===== src/rtl/dmac_pkg.sv =====
package dmac_pkg;
    typedef enum logic [1:0] {
        ACC_HOLD = 2'd0,
        ACC_LOAD = 2'd1,
        ACC_ADD  = 2'd2,
        ACC_SUB  = 2'd3
    } acc_op_e;

    localparam int NUM_LANES = 2;
endpackage


===== src/rtl/dmac_mult.sv =====
// Product lane: unsigned x unsigned, or signed x unsigned when mixed is set.
module dmac_mult #(
    parameter int DW = 16,
    parameter int AW = 40
) (
    input  logic [DW-1:0] x,
    input  logic [DW-1:0] y,
    input  logic          mixed,
    output logic [AW-1:0] prod
);
    localparam int PW = 2 * DW + 2;

    logic signed [DW:0] xs;
    logic signed [DW:0] ys;
    logic signed [PW-1:0] p;

    always_comb begin
        xs = mixed ? $signed({x[DW-1], x}) : $signed({1'b0, x});
        ys = $signed({1'b0, y});
        p  = PW'(xs) * PW'(ys);
        prod = {{(AW - PW){p[PW-1]}}, p};
    end
endmodule


===== src/rtl/dmac_lane.sv =====
// One accumulator with its operation decode.
module dmac_lane
    import dmac_pkg::*;
#(
    parameter int DW = 16,
    parameter int AW = 40
) (
    input  logic            clk,
    input  logic            rst_n,
    input  logic            en,
    input  logic            clr,
    input  acc_op_e         op,
    input  logic            mixed,
    input  logic [DW-1:0]   x,
    input  logic [DW-1:0]   y,
    output logic [2*DW-1:0] word_d
);
    logic [AW-1:0] acc_q;
    logic [AW-1:0] acc_d;
    logic [AW-1:0] prod;

    dmac_mult #(.DW(DW), .AW(AW)) u_mult (
        .x     (x),
        .y     (y),
        .mixed (mixed),
        .prod  (prod)
    );

    always_comb begin
        unique case (op)
            ACC_HOLD: acc_d = acc_q;
            ACC_LOAD: acc_d = prod;
            ACC_ADD:  acc_d = acc_q + prod;
            ACC_SUB:  acc_d = acc_q - prod;
            default:  acc_d = acc_q;
        endcase
        if (clr) begin
            acc_d = '0;
        end
        word_d = acc_d[2*DW-1:0];
    end

    always_ff @(posedge clk or negedge rst_n) begin
        if (!rst_n) begin
            acc_q <= '0;
        end else if (en) begin
            acc_q <= acc_d;
        end
    end
endmodule


===== src/rtl/dmac_round.sv =====
// Round-to-nearest extraction of the upper half of a word.
module dmac_round #(
    parameter int DW = 16
) (
    input  logic [2*DW-1:0] word,
    output logic [DW-1:0]   half,
    output logic            carry_out
);
    logic [DW:0] sum;

    always_comb begin
        sum       = {1'b0, word[2*DW-1:DW]} + {{DW{1'b0}}, word[DW-1]};
        half      = sum[DW-1:0];
        carry_out = sum[DW];
    end
endmodule


===== src/rtl/dual_mac_unit.sv =====
module dual_mac_unit
    import dmac_pkg::*;
#(
    parameter int DW = 16,
    parameter int AW = 40,
    localparam int CW = 4 * DW + 7
) (
    input  logic            clk,
    input  logic            rst_n,
    input  logic            in_valid,
    input  logic [CW-1:0]   cmd,
    output logic [DW-1:0]   half_o,
    output logic [2*DW-1:0] a1_word_o,
    output logic [2*DW-1:0] a0_word_o,
    output logic            rnd_ovf_o,
    output logic            out_valid_o
);
    localparam int OP_BASE  = 4 * DW;
    localparam int MIX_BASE = 4 * DW + 4;
    localparam int CLR_BIT  = 4 * DW + 6;

    logic [2*DW-1:0] word_d [NUM_LANES];
    logic [DW-1:0]   half_d;
    logic            ovf_d;
    logic            clr;

    assign clr = cmd[CLR_BIT];

    for (genvar g = 0; g < NUM_LANES; g++) begin : g_lane
        dmac_lane #(.DW(DW), .AW(AW)) u_lane (
            .clk    (clk),
            .rst_n  (rst_n),
            .en     (in_valid),
            .clr    (clr),
            .op     (acc_op_e'(cmd[OP_BASE + 2*g +: 2])),
            .mixed  (cmd[MIX_BASE + g]),
            .x      (cmd[DW*(2*g+1) +: DW]),
            .y      (cmd[DW*(2*g) +: DW]),
            .word_d (word_d[g])
        );
    end

    dmac_round #(.DW(DW)) u_round (
        .word      (word_d[1]),
        .half      (half_d),
        .carry_out (ovf_d)
    );

    always_ff @(posedge clk or negedge rst_n) begin
        if (!rst_n) begin
            out_valid_o <= 1'b0;
        end else begin
            out_valid_o <= in_valid;
        end
    end

    always_ff @(posedge clk or negedge rst_n) begin
        if (!rst_n) begin
            half_o    <= '0;
            a1_word_o <= '0;
            a0_word_o <= '0;
            rnd_ovf_o <= 1'b0;
        end else if (in_valid) begin
            half_o    <= half_d;
            a1_word_o <= word_d[1];
            a0_word_o <= word_d[0];
            rnd_ovf_o <= ovf_d;
        end
    end
endmodule


===== config.mk =====
export PLATFORM = sky130hd
export DESIGN_NAME = dual_mac_unit
export DESIGN_NICKNAME = d
export VERILOG_FILES = /design/src/rtl/dmac_pkg.sv /design/src/rtl/dmac_mult.sv /design/src/rtl/dmac_lane.sv /design/src/rtl/dmac_round.sv /design/src/rtl/dual_mac_unit.sv
export SDC_FILE = /design/constraint.sdc
export NUM_CORES = 2
export LEC_CHECK = 0
export BUFFER_PORTS_ARGS = -buffer_cell sky130_fd_sc_hd__buf_2
export CORE_ASPECT_RATIO = 0.7
export CORE_MARGIN = 5
export CORE_UTILIZATION = 62
export CTS_CLUSTER_SIZE = 20
export DETAILED_ROUTE_END_ITERATION = 7
export PLACE_DENSITY = 0.81
export SLEW_MARGIN = 25
export SYNTH_ARGS = -nofsm -noshare
export SYNTH_HDL_FRONTEND = slang
export SYNTH_SLANG_ARGS = --single-unit

===== constraint.sdc =====
create_clock -name clk -period 10.7 [get_ports clk]
set_clock_uncertainty 0.05 [all_clocks]
set_input_delay 1.605 -clock clk [delete_from_list [all_inputs] [get_ports clk]]
set_output_delay 1.605 -clock clk [all_outputs]
set_load 0.02 [all_outputs]

==> summary.md <==
| Metric | Value |
|---|---|
| Status | finished, final reports clean |
| Final antenna-violating net count | 0 |
| Critical-path top delay cell | fa_1 |
| HP Class | reg2reg |
| Bufs on Longest Clock Path | 2 |
| Cell mode on critical path | fa_1 |
| CTS tree | yes |
| Setup crit start kind | primary input |
| Syn_nets | 4,262 |
| Die X | 269.5 um |
| DRT Wirelength | 75,990 um |
| CP endpoint kind | flip-flop |
| Port-buffer cells | 155 |
| Mean Syn Cell Area | 8.539 um2 |
| Fillers | 3,702 |
| # rows | 66 |
| Worst setup path category | in2reg |
| Initial Util | 62.85% |
| Ys flop type | dfrtp_1 |
| Gr usage total | 30.15% |
| F_max | 0.09734 GHz |
| Clock root buffer | clkbuf_16 |
| Remaining Overflow, GRT | 0 |
| Drt pass-1 iters | 6 |
| Final Hold Viols | 0 |
| Worst hold slack | 0.4540 ns |
| Share of cells above drive strength 1 | 10.22% |
| Distinct cells, synth | 97 |
| Largest net degree at the start of global routing | 62 |
| Critical Path RT | 10.94 ns |
| Max Transition Viols Final | 0 |
| Critical path depth | 40 |
| Worst hold stages | 1 |
| Area Overhead vs Synth | 8.029% |
| Drt wl/cell | 18.16 um |
| Via count of the routed design | 24,160 |
| Post-synth EDFFs | 0 |
| DRC Markers | 0 |
| Async set or reset register ratio after synthesis | 100.0% |
| H-tree depth | 3 |
| Starting DRT DRC Count | 2,330 |
| Post-DP HPWL | 63,900 um |
| Seq. cell area | 2052 um2 |
| GP Congestion | 0.9691 |
| Clock slew at reported path FFs | 0.07 ns |
| Slew @ Worst Pin | 1.012 ns |
| Final nets | 4,405 |
| Setup TNS | 0 ns |
| CTS buffer count | 9 |
| Delay-heaviest family, CP | adder cells |
| Yosys reg bits | 82 |
| Endpoints failing setup | 0 |
| TritonCTS Sinks | 82 |
| Crit path time final | 10.27 ns |
| Core Area | 46,490 um2 |
| Mapped Cells | 3,422 |
| Drt via density | 5.772 |
| Clock Latency Late Sink | 0.37 ns |
| Max Fanout on Critical Path | 7 |
| R2r worst-path depth | 17 |
| Mapped cell area | 29,220 um2 |
| Worst rel slew slack | 32.45% |
| Crit path largest cell delay | 0.51 ns |
| Antenna violations before repair | 3 |
| Global-route wire length before repair | 126,400 um |
| CP bufs+invs | 10 |
| Vias in the first global route | 24,460 |
| Max-cap violations | 0 |
| Area of the multi-input gates | 24,320 um2 |
| DIE AREA | 51,640 um2 |
| WP data arrival | 10.52 ns |
| Seq/Total Area, Yosys | 7.023% |
| IO Pins | 156 |
| Die Y | 191.6 um |
| Final worst-path cycle share | 96.01% |
| Yosys warning count | 0 |
==> cells in the final DEF, fill, tap and decap left out, types with 86 or more instances in the layout <==
master / synthesis / routed
buf_2: 3 / 143
o21ai_0: 128 / 124
inv_1: 670 / 670
xor2_1: 87 / 86
nand2_1: 441 / 440
and2_1: 244 / 243
buf_4: 0 / 107
a21oi_1: 121 / 119
fa_1: 536 / 535
ha_1: 230 / 229
xnor2_1: 99 / 97
nor2_1: 118 / 117
==> cells in the mapped netlist (5+ instances only) <==
cell	instances	area share, %
a21o_1	35	0.90
clkbuf_1	117	1.5
o211ai_1	7	0.18
and2_1	244	5.2
ha_1	230	9.8
nor4_1	8	0.17
and3_1	28	0.60
o21a_1	23	0.59
nand2b_1	24	0.51
dfrtp_1	82	7.0
o21ai_1	5	0.086
a211oi_1	20	0.51
a21oi_1	121	2.1
nor3b_1	9	0.23
o21ai_0	128	2.2
nand3b_1	6	0.15
nor2b_1	18	0.39
a22o_1	5	0.15
xor2_1	87	2.6
nand2_1	441	5.7
or2_2	6	0.13
inv_1	670	8.6
mux2i_1	19	0.65
nor3_1	50	0.86
or3_1	16	0.34
mux2_2	15	0.58
o21bai_1	13	0.33
o31ai_1	18	0.46
a211o_1	9	0.27
nand4_1	12	0.26
xnor2_1	99	3.0
o41ai_1	5	0.15
fa_1	536	37
a21boi_0	7	0.18
buf_1	6	0.077
a22oi_1	13	0.33
nand3_1	34	0.58
a31oi_1	24	0.51
nor2_1	118	1.5
==> routing by layer <==
metal | global-route usage (%) | vias to the layer above | share of wire, %
li1 | - | 11080 | -
met1 | 45.88 | 11760 | 45
met4 | 7.204 | 0 | 2.5
met5 | 0 | - | 0
met2 | 42.74 | 1196 | 40
met3 | 8.654 | 121 | 12
==> through the flow <==
stage          area, um2  util [%]  setup slack (ns)  std cells
6_report           31570     67.89            0.4272       4185
5_1_grt            31570     67.89         -0.002287       4185
4_1_cts            31300     67.32            0.1120       4174
3_5_place_dp       31000     66.68           -0.2543       4158
3_3_place_gp       31000     66.68          -0.06875       4158
2_1_floorplan      29220         -            0.2724       3422
==> worst register-to-register path, delay by kind of cell, from the launching register on <==
| family | cells | cell delay, ns |
|---|---|---|
| AND/OR/NAND/NOR | 6 | 1.50 |
| flip-flops | 1 | 0.43 |
| AO/OA/AOI/OAI | 8 | 2.11 |
| adder cells (fa/ha/maj) | 2 | 0.55 |
| XOR/XNOR | 1 | 0.09 |
==> worst paths after layout <==
check | from | to | slack, ns
worst min-delay path | half_o[0]$_DFFE_PN0P_ | half_o[0]$_DFFE_PN0P_ | 0.45
worst min register to register | half_o[0]$_DFFE_PN0P_ | half_o[0]$_DFFE_PN0P_ | 0.45
min in group asynchronous | rst_n | g_lane[0].u_lane.acc_q[9]$_DFFE_PN0P_ | 1.07
worst max register to register | a1_word_o[1]$_DFFE_PN0P_ | half_o[15]$_DFFE_PN0P_ | 5.89
worst max-delay path | cmd[69] | half_o[14]$_DFFE_PN0P_ | 0.43
max in group asynchronous | rst_n | a1_word_o[3]$_DFFE_PN0P_ | 8.40
==> logic make-up after synthesis <==
logic type / after synthesis / share of synthesized area, %
AOI/OAI and AO/OA: 503 / 11.37
xor gates and xnor gates: 189 / 5.764
adders and majority gates: 766 / 46.57
buffers and inverters: 802 / 10.37
DFF: 82 / 7.023
muxes: 34 / 1.229
and+or+nand+nor: 1046 / 17.67
==> sequential cells by signal, indices dropped and copies added (netlist names) <==
register and flops:
rnd_ovf_o 1, out_valid_o 1, half_o 16, g_lane.u_lane.acc_q 32, a1_word_o 32
==> timing repair <==
action / in CTS / in global routing
gates resized for setup: 0 / 47
setup endpoints to repair: 0 / 8
hold endpoints to repair: 0 / 0
setup buffers: 0 / 8
hold buffers: 0 / 0
==> cell type report <==
| cell class | count | area share, % |
|---|---|---|
| clock buffers | 9 | 0.7135 |
| flip-flops and latches | 82 | 6.501 |
| diodes | 3 | 0.02378 |
| repair buffers | 261 | 5.074 |
| well taps | 612 | 2.426 |
| inverters | 673 | 8.003 |
| clock inverters | 7 | 0.2259 |
| multi-input cells | 2538 | 77.03 |
Power is left out: the tool's default activity adds up to more than one toggle a clock period on the data nets, which glitch-free logic cannot reach.
